**config.mk**
```make
export PLATFORM = sky130hd
export DESIGN_NAME = phase_gate_guard
export DESIGN_NICKNAME = d
export VERILOG_FILES = /design/src/rtl/gguard_pkg.sv /design/src/rtl/gguard_sync.sv /design/src/rtl/gguard_trip.sv /design/src/rtl/gguard_phase.sv /design/src/rtl/phase_gate_guard.sv
export SDC_FILE = /design/constraint.sdc
export NUM_CORES = 1
export LEC_CHECK = 0
export ABC_AREA = 1
export BUFFER_PORTS_ARGS = -buffer_cell sky130_fd_sc_hd__buf_2
export CAP_MARGIN = 20
export CORE_MARGIN = 10
export CORE_UTILIZATION = 59
export DETAILED_ROUTE_END_ITERATION = 6
export HOLD_SLACK_MARGIN = 0.05
export PLACE_DENSITY = 0.88
export REMOVE_ABC_BUFFERS = 1
export SLEW_MARGIN = 25
export SYNTH_ARGS = -nofsm -noshare
export SYNTH_HDL_FRONTEND = slang
export SYNTH_HIERARCHICAL = 1
export SYNTH_SLANG_ARGS = --single-unit
export TNS_END_PERCENT = 50
```
**constraint.sdc**
```tcl
create_clock -name clk -period 1.9 [get_ports clk]
set_clock_uncertainty 0.05 [all_clocks]
set_input_delay 0 -clock clk [delete_from_list [all_inputs] [get_ports clk]]
set_output_delay 0 -clock clk [all_outputs]
set_load 0.02 [all_outputs]
```
**src/rtl/gguard_pkg.sv**
```systemverilog
package gguard_pkg;

    typedef enum logic [1:0] {
        TRIP_IDLE    = 2'd0,
        TRIP_HOLD    = 2'd1,
        TRIP_RECOVER = 2'd2
    } trip_state_t;

    typedef struct packed {
        logic lock;
        logic hi;
        logic lo;
    } phase_reg_t;

endpackage

```
**src/rtl/gguard_sync.sv**
```systemverilog
module gguard_sync #(
    parameter int           W       = 1,
    parameter logic [W-1:0] RST_VAL = '0
) (
    input  logic         clk,
    input  logic         rst_n,
    input  logic [W-1:0] d,
    output logic [W-1:0] q
);

    typedef struct packed {
        logic [W-1:0] meta;
        logic [W-1:0] stable;
    } sync_reg_t;

    sync_reg_t s_d, s_q;

    always_comb begin
        s_d        = s_q;
        s_d.meta   = d;
        s_d.stable = s_q.meta;
    end

    always_ff @(posedge clk or negedge rst_n) begin
        if (!rst_n) begin
            s_q <= '{meta: RST_VAL, stable: RST_VAL};
        end else begin
            s_q <= s_d;
        end
    end

    assign q = s_q.stable;

endmodule

```
**src/rtl/gguard_trip.sv**
```systemverilog
module gguard_trip
    import gguard_pkg::*;
#(
    parameter int BLANK_CYC = 35,
    parameter int RECOV_CYC = 200000
) (
    input  logic clk,
    input  logic rst_n,
    input  logic ocp_s,
    output logic trip_active
);

    localparam int BLK_W = (BLANK_CYC > 1) ? $clog2(BLANK_CYC) : 1;
    localparam int REC_W = (RECOV_CYC > 1) ? $clog2(RECOV_CYC) : 1;
    localparam logic [BLK_W-1:0] BLK_LAST = BLK_W'(BLANK_CYC - 1);
    localparam logic [REC_W-1:0] REC_LAST = REC_W'(RECOV_CYC - 1);

    typedef struct packed {
        trip_state_t      st;
        logic [BLK_W-1:0] blk;
        logic [REC_W-1:0] rec;
    } trip_reg_t;

    trip_reg_t t_d, t_q;

    always_comb begin
        t_d = t_q;
        unique case (t_q.st)
            TRIP_IDLE: begin
                if (ocp_s) begin
                    if (t_q.blk == BLK_LAST) begin
                        t_d.st  = TRIP_HOLD;
                        t_d.blk = '0;
                    end else begin
                        t_d.blk = t_q.blk + 1'b1;
                    end
                end else begin
                    t_d.blk = '0;
                end
            end
            TRIP_HOLD: begin
                if (!ocp_s) begin
                    t_d.st  = TRIP_RECOVER;
                    t_d.rec = '0;
                end
            end
            TRIP_RECOVER: begin
                if (ocp_s) begin
                    t_d.st  = TRIP_HOLD;
                    t_d.rec = '0;
                end else if (t_q.rec == REC_LAST) begin
                    t_d.st  = TRIP_IDLE;
                    t_d.rec = '0;
                end else begin
                    t_d.rec = t_q.rec + 1'b1;
                end
            end
            default: begin
                t_d = '{st: TRIP_IDLE, blk: '0, rec: '0};
            end
        endcase
    end

    always_ff @(posedge clk or negedge rst_n) begin
        if (!rst_n) begin
            t_q <= '{st: TRIP_IDLE, blk: '0, rec: '0};
        end else begin
            t_q <= t_d;
        end
    end

    assign trip_active = (t_q.st != TRIP_IDLE);

    // a trip starts only after the blanking count has been filled
    assert_blank_fill_R3: assert property (@(posedge clk) disable iff (!rst_n)
        (t_q.st == TRIP_HOLD && $past(t_q.st) == TRIP_IDLE)
            |-> $past(ocp_s && t_q.blk == BLK_LAST));

    // leaving recovery needs the full recovery count
    assert_recov_full_R4: assert property (@(posedge clk) disable iff (!rst_n)
        (t_q.st == TRIP_IDLE && $past(t_q.st) == TRIP_RECOVER)
            |-> $past(!ocp_s && t_q.rec == REC_LAST));

    // overcurrent during recovery returns to hold
    assert_recov_restart_R5: assert property (@(posedge clk) disable iff (!rst_n)
        (t_q.st == TRIP_RECOVER && ocp_s) |=> (t_q.st == TRIP_HOLD));

endmodule

```
**src/rtl/gguard_phase.sv**
```systemverilog
module gguard_phase
    import gguard_pkg::*;
(
    input  logic clk,
    input  logic rst_n,
    input  logic hi_s,
    input  logic lo_s,
    input  logic hs_uv_s,
    input  logic global_off,
    output logic hi_gate,
    output logic lo_gate
);

    phase_reg_t p_d, p_q;

    always_comb begin
        p_d = p_q;
        if (hs_uv_s) begin
            p_d.lock = 1'b1;
        end else if (!hi_s) begin
            p_d.lock = 1'b0;
        end
        p_d.hi = hi_s & ~lo_s & ~p_q.lock & ~hs_uv_s & ~global_off;
        p_d.lo = lo_s & ~hi_s & ~global_off;
    end

    always_ff @(posedge clk or negedge rst_n) begin
        if (!rst_n) begin
            p_q <= '{lock: 1'b1, hi: 1'b0, lo: 1'b0};
        end else begin
            p_q <= p_d;
        end
    end

    assign hi_gate = p_q.hi;
    assign lo_gate = p_q.lo;

    // a gate is on only after its exclusive command
    assert_hi_excl_R1: assert property (@(posedge clk) disable iff (!rst_n)
        p_q.hi |-> $past(hi_s && !lo_s));
    assert_lo_excl_R1: assert property (@(posedge clk) disable iff (!rst_n)
        p_q.lo |-> $past(lo_s && !hi_s));

    // high-side undervoltage blocks this high gate
    assert_hs_uv_off_R7: assert property (@(posedge clk) disable iff (!rst_n)
        hs_uv_s |=> !p_q.hi);

    // lockout releases only with a low command and no undervoltage
    assert_lock_release_R8: assert property (@(posedge clk) disable iff (!rst_n)
        $fell(p_q.lock) |-> $past(!hi_s && !hs_uv_s));

endmodule

```
**src/rtl/phase_gate_guard.sv**
```systemverilog
module phase_gate_guard #(
    parameter int NPH       = 3,
    parameter int BLANK_CYC = 35,
    parameter int RECOV_CYC = 200000
) (
    input  logic           clk,
    input  logic           rst_n,
    input  logic [NPH-1:0] hi_cmd,
    input  logic [NPH-1:0] lo_cmd,
    input  logic           ocp_flag,
    input  logic           enable,
    input  logic           logic_uv,
    input  logic [NPH-1:0] hs_uv,
    output logic [NPH-1:0] hi_gate,
    output logic [NPH-1:0] lo_gate,
    output logic           fault_n
);

    localparam int SW = 3 * NPH + 3;
    localparam logic [SW-1:0] SYNC_RST =
        {{NPH{1'b0}}, {NPH{1'b0}}, {NPH{1'b1}}, 1'b0, 1'b0, 1'b1};

    logic [SW-1:0]  raw_bus, sync_bus;
    logic [NPH-1:0] hi_s, lo_s, hs_uv_s;
    logic           ocp_s, en_s, luv_s;
    logic           trip_active, global_off;

    typedef struct packed {
        logic fault_n;
    } top_reg_t;

    top_reg_t r_d, r_q;

    assign raw_bus = {hi_cmd, lo_cmd, hs_uv, ocp_flag, enable, logic_uv};

    gguard_sync #(.W(SW), .RST_VAL(SYNC_RST)) u_sync (
        .clk   (clk),
        .rst_n (rst_n),
        .d     (raw_bus),
        .q     (sync_bus)
    );

    assign {hi_s, lo_s, hs_uv_s, ocp_s, en_s, luv_s} = sync_bus;

    gguard_trip #(.BLANK_CYC(BLANK_CYC), .RECOV_CYC(RECOV_CYC)) u_trip (
        .clk         (clk),
        .rst_n       (rst_n),
        .ocp_s       (ocp_s),
        .trip_active (trip_active)
    );

    assign global_off = trip_active | luv_s | ~en_s;

    for (genvar g = 0; g < NPH; g++) begin : g_phase
        gguard_phase u_phase (
            .clk        (clk),
            .rst_n      (rst_n),
            .hi_s       (hi_s[g]),
            .lo_s       (lo_s[g]),
            .hs_uv_s    (hs_uv_s[g]),
            .global_off (global_off),
            .hi_gate    (hi_gate[g]),
            .lo_gate    (lo_gate[g])
        );
    end

    always_comb begin
        r_d         = r_q;
        r_d.fault_n = ~trip_active;
    end

    always_ff @(posedge clk or negedge rst_n) begin
        if (!rst_n) begin
            r_q <= '{fault_n: 1'b1};
        end else begin
            r_q <= r_d;
        end
    end

    assign fault_n = r_q.fault_n;

    // an active trip clears all gates and flags the fault
    assert_trip_off_R2: assert property (@(posedge clk) disable iff (!rst_n)
        trip_active |=> (hi_gate == '0 && lo_gate == '0 && !fault_n));

    // logic-supply undervoltage clears all gates
    assert_luv_off_R6: assert property (@(posedge clk) disable iff (!rst_n)
        luv_s |=> (hi_gate == '0 && lo_gate == '0));

    // disable clears all gates
    assert_en_off_R9: assert property (@(posedge clk) disable iff (!rst_n)
        !en_s |=> (hi_gate == '0 && lo_gate == '0));

endmodule

```
# Yosys cells after proc, flatten, opt, wreduce, memory -nomap -nowiden
# Index checks and enable logic that the tools add are counted.
dict set report word_totals {
  regBits 60
  input_bits 14
  output_inout_bits 7
  wordCells 88
}
dict set report classes {
  addsub 2
  eq_ne 11
  muxes 19
  bitwise 36
  reduce_logical 5
}
# cell n
set ops {}
lappend ops {{$mux W18} 3}
lappend ops {{$pmux W18 S3} 1}
lappend ops {{$add A18 B1 Y18 const B} 1}
lappend ops {{$and A1 B1 Y1} 18}
lappend ops {{$eq A18 B18 Y1 const B} 1}
lappend ops {{$not A1 Y1} 16}
lappend ops {{$mux W6} 2}
lappend ops {{$pmux W6 S2} 1}
lappend ops {{$mux W2} 5}
lappend ops {{$ne A2 B2 Y1 const B} 5}
lappend ops {{$add A6 B1 Y6 const B} 1}
lappend ops {{$eq A6 B6 Y1 const B} 1}
lappend ops {{$mux W1} 6}
lappend ops {{$pmux W2 S3} 1}
lappend ops {{$reduce_and A4 Y1} 1}
lappend ops {{$ne A3 B2 Y1 const B} 1}
lappend ops {{$eq A2 B1 Y1 const B} 1}
lappend ops {{$eq A2 B2 Y1 const B} 1}
lappend ops {{$logic_not A2 Y1} 1}
lappend ops {{$ne A2 B1 Y1 const B} 1}
lappend ops {{$or A1 B1 Y1} 2}
lappend ops {{$reduce_and A2 Y1} 1}
lappend ops {{$reduce_bool A2 Y1} 1}
lappend ops {{$reduce_or A2 Y1} 1}

# Logic depth before layout (Yosys ltp)
dict set report logic_depth {
  word_depth 5
  depth_mapped 11
}

# By module
# The synthesis kept the hierarchy.
# mod n_inst cells_each area_per_inst_um2 seq_area_each_um2
set by_module_without_submodules {}
lappend by_module_without_submodules {gguard_trip 1 213 1630.3 650.6}
lappend by_module_without_submodules {gguard_sync 1 24 610.6 610.6}
lappend by_module_without_submodules {gguard_phase 3 13 116.4 76.3}
lappend by_module_without_submodules {phase_gate_guard 1 4 37.5 26.3}

# Least setup slack after synthesis
# OpenSTA, ideal clock, no wires.
dict set report synth_path {
  path_kind {flip-flop to flip-flop}
  startpoint {register u_trip/t_q[24] in the netlist's numbering}
  endpoint {register u_trip/t_q[16] in the netlist's numbering}
  t_arrival_ns 1.405
  required_time_ns 1.733
  slack_ns 0.329
  stages_incl_launch_ff 12
  n_path_buf 1
  synth_period_minus_slack_ns 1.571
  cell_sequence {dfrtp_1 -> inv_1 -> ha_1 -> inv_1 -> nand2_1 -> clkbuf_8 -> nor2_4 -> nand2_1 -> nor2_1 -> nand2_1 -> nand2_1 -> nor2_1}
}
dict set report synth_between {
  elab_chain_cells 3
}
# element line
set synth_rtl {}
lappend synth_rtl {{from (decl)} gguard_trip.sv:24} ;# trip_reg_t t_d, t_q;
lappend synth_rtl {{from (signal assigned)} gguard_trip.sv:66} ;# t_q <= '{st: TRIP_IDLE, blk: '0, rec: '0};
lappend synth_rtl {{from (signal assigned)} gguard_trip.sv:68} ;# t_q <= t_d;
lappend synth_rtl {{$eq A2 B1 Y1 or $logic_not A2 Y1 (tied branches)} gguard_trip.sv:28} ;# unique case (t_q.st)
lappend synth_rtl {{$ne A2 B2 Y1 (no line) or $not A1 Y1 (tied branches)} -}
lappend synth_rtl {{$reduce_and A2 Y1 (no line)} -}
# Several ways; a longest one is shown, not always the timed one.
# A chain may end at the register's enable or synchronous reset.

# Worst setup path after layout
# Ends and elaborated chain as after synthesis.

==> flow_metrics.py <==
metrics = {
    "clocking": {
        "clkSlewWorstSetupHoldPaths_ns": 0.07,
        "cts.sinks": 60,
        "cts_root_buffer": "clkbuf_8",
        "clk-insertion-delay-late_ns": 0.34,
        "htree_num_levels": 3,
        "cts_buffer_depth": 2,
        "cts_made_buffers": 9,
        "cts_tree": "done",
    },
    "route": {
        "dr.pass1.iters": 7,
        "routed_wl_mm": 4.99,
        "drc": 0,
        "vias": 1921,
        "drt_iter0_drc": 136,
        "via_per_inst": 5.00,
        "ant_nets": 0,
        "wire_per_inst_um": 13.0,
    },
    "power": {
        "vdd_drop_max_v": 0.000603,
        "p_leak_uw": 0.00159,
        "finalPower_uw": 2550,
        "p_per_area_mw_per_mm2": 818,
    },
    "placement": {
        "placedInstanceArea_mm2": 0.00280,
        "port_buffers": 20,
        "gp_congestion": 0.932,
        "place_ws_ns": 0.187,
        "dp_hpwl_mm": 3.39,
    },
    "logic_synthesis": {
        "syn-instance-count": 280,
        "synth_area_mm2": 0.00263,
        "synth_top_area_cell": "dfrtp_1",
        "syn_area_per_cell_um2": 9.38,
        "synthDistinctLibCells": 26,
        "ys.flop_type": "dfrtp_1",
        "synth.most_common_cell": "nand2_1",
        "ys_top_cells_by_count": "74 x nand2_1, 48 x dfrtp_1, 46 x nor2_1, 32 x inv_1, 12 x dfstp_2",
        "synth_seq_cells": 60,
        "synth_top_area_share_pct": 45.7,
        "async_flop_share_pct": 100,
        "yosysSeqAreaShare_pct": 57.7,
        "synth_edf_count": 0,
        "yosys_warnings": 6,
        "synth_area_leaders": "dfrtp_1 46%, dfstp_2 12%, nand2_1 11%, nor2_1 6.6%, inv_1 4.6%",
    },
    "timing": {
        "max_clock_freq_mhz": 586,
        "slew-limit-headroom_pct": 53.2,
        "fin_crit_sh_pct": 89.7,
        "slew_violations": 0,
        "fin_crit_ns": 1.71,
        "tightest_slew_ns": 0.702,
        "fin_ws_ns": 0.195,
        "grt_setup_unrepaired": "false",
        "setup-violations-final": 0,
        "final.setup.tns_ns": 0,
        "hold_viol_final": 0,
    },
    "grt": {
        "use_met3_pct": 5.63,
        "antenna_found_initial": 0,
        "gr-usage-met2_pct": 24.0,
        "grt_overflow": 0,
        "grt_start_max_net_pins": 61,
        "grt_pass1_vias": 1968,
        "gr-usage-all-layers_pct": 14.7,
        "grt_pass1_wl_mm": 8.74,
        "top_usage_layer": "met2",
        "grtUsageMet1_pct": 15.9,
    },
    "job": {
        "max-cap-violations": 0,
    },
    "floorplan": {
        "die_y_um": 86.7,
        "io_pins": 21,
        "start_util_pct": 60.8,
        "die-area_mm2": 0.00752,
        "rows": 24,
        "core_area_mm2": 0.00432,
        "die_x_um": 86.7,
    },
    "critical_path": {
        "crit_required_ns": 2.08,
        "crit_type": "reg -> reg",
        "cp-end-kind": "flop",
        "crit_fanout": 5,
        "crit_path_start_kind": "flop",
        "crit_arrival_ns": 1.88,
    },
    "cells_and_area": {
        "final_area_mm2": 0.00312,
        "num-nets-final": 349,
        "drive_gt1_share_pct": 23.2,
        "n_fill_cell": 306,
        "seqCellArea_mm2": 0.00152,
        "antenna_cells": 0,
        "syn2layout_area_growth_pct": 18.8,
        "post-route-util_pct": 72.2,
        "multiInputGateArea_um2": 971,
    },
    "worst_hold_path": {
        "hp-class": "in -> reg",
    },
    "status": {
        "status": "completed",
    },
}
[final timing paths]
kind	slack (ns)	endpoint	cells past startpoint	startpoint
worst min-delay path	0.25	u_sync/s_d[1]	2	enable
worst max register to register	0.19	u_trip/t_q[16]	11	u_trip/t_q[24]
min in group asynchronous	0.27	g_phase[0].u_phase/hi_gate	3	rst_n
worst max-delay path	0.19	u_trip/t_q[16]	11	u_trip/t_q[24]
worst min register to register	0.30	u_sync/q[6]	0	u_sync/s_d[6]
max in group asynchronous	1.03	u_trip/t_q[24]	3	rst_n
[cell families after synthesis]
family	share of synthesized area, %
buf+inv	5.43
xor+xnor	2.00
fa+ha+maj	3.81
compound gates	1.95
simple gates	29.1
flops	57.7
[registers in the layout (all words and copies together) (netlist names)]
signal,count
g_phase.u_phase/hi_gate,3
g_phase.u_phase/p_q,3
u_trip/t_q,26
u_sync/s_d,12
u_sync/q,12
fault_n,1
g_phase.u_phase/lo_gate,3
[critical path, stage by stage (launching register included)]
cell and delay, ns:
dfrtp_2 0.40, inv_1 0.07, ha_1 0.22, inv_2 0.08
nand2_1 0.09, buf_4 0.18, nor2_4 0.11, nand2_1 0.07
nor2_2 0.13, nand2_1 0.08, nand2_1 0.08, nor2_1 0.04
[per-layer routing]
metal	routed length (um)	share of wire (%)
met1	2040	41
met2	2560	51
met3	216	4.3
met4	172	3.4
met5	0	0
[layout by cell type (no fill, tap or decap), types with 2 or more instances in the layout]
cell type      count
nor2_2             6
buf_2             20
xor2_1             4
clkinvlp_4         3
dfrtp_1           47
nand3_2            2
ha_1               8
dfstp_2           12
nor2_4             5
a31oi_1            2
nand2_4            3
nor3_1             4
nand4_1            5
buf_4              4
o21ai_0            2
xnor2_1            2
nand2_2            4
dlygate4sd3_1     13
nor2_1            45
inv_1             31
a21oi_1            4
nand3_1           11
nand2_1           74
clkbuf_8          10
[power by group]
part / total [uW] / internal [uW] / switching, uW
clock network: 1010 / 510 / 500
registers: 1390 / 1350 / 42.3
logic: 153 / 65.1 / 87.9
[layout make-up]
class / instances / area share [%]
Sequential cell: 60 / 48.6
Multi-Input combinational cell: 186 / 31.1
Timing Repair Buffer: 37 / 8.34
Clock buffer: 11 / 4.53
Inverter: 33 / 4.13
Tap cell: 52 / 2.09
Clock inverter: 5 / 1.16
[per-stage QoR]
stage               cells  hold slack, ns
finish                384           0.251
global route          384           0.247
CTS                   383           0.234
detailed placement    354          0.0562
global placement      354          0.0553
floorplan             279          -0.346
[repair_timing]
item	4_1_cts	5_1_grt
resized for setup	0	3
hold buffers	13	0
hold endpoints to repair	60	0
buffers inserted	0	1
endpoints found under the setup margin	0	1
No activity file was read; power rests on OpenSTA's default activity.
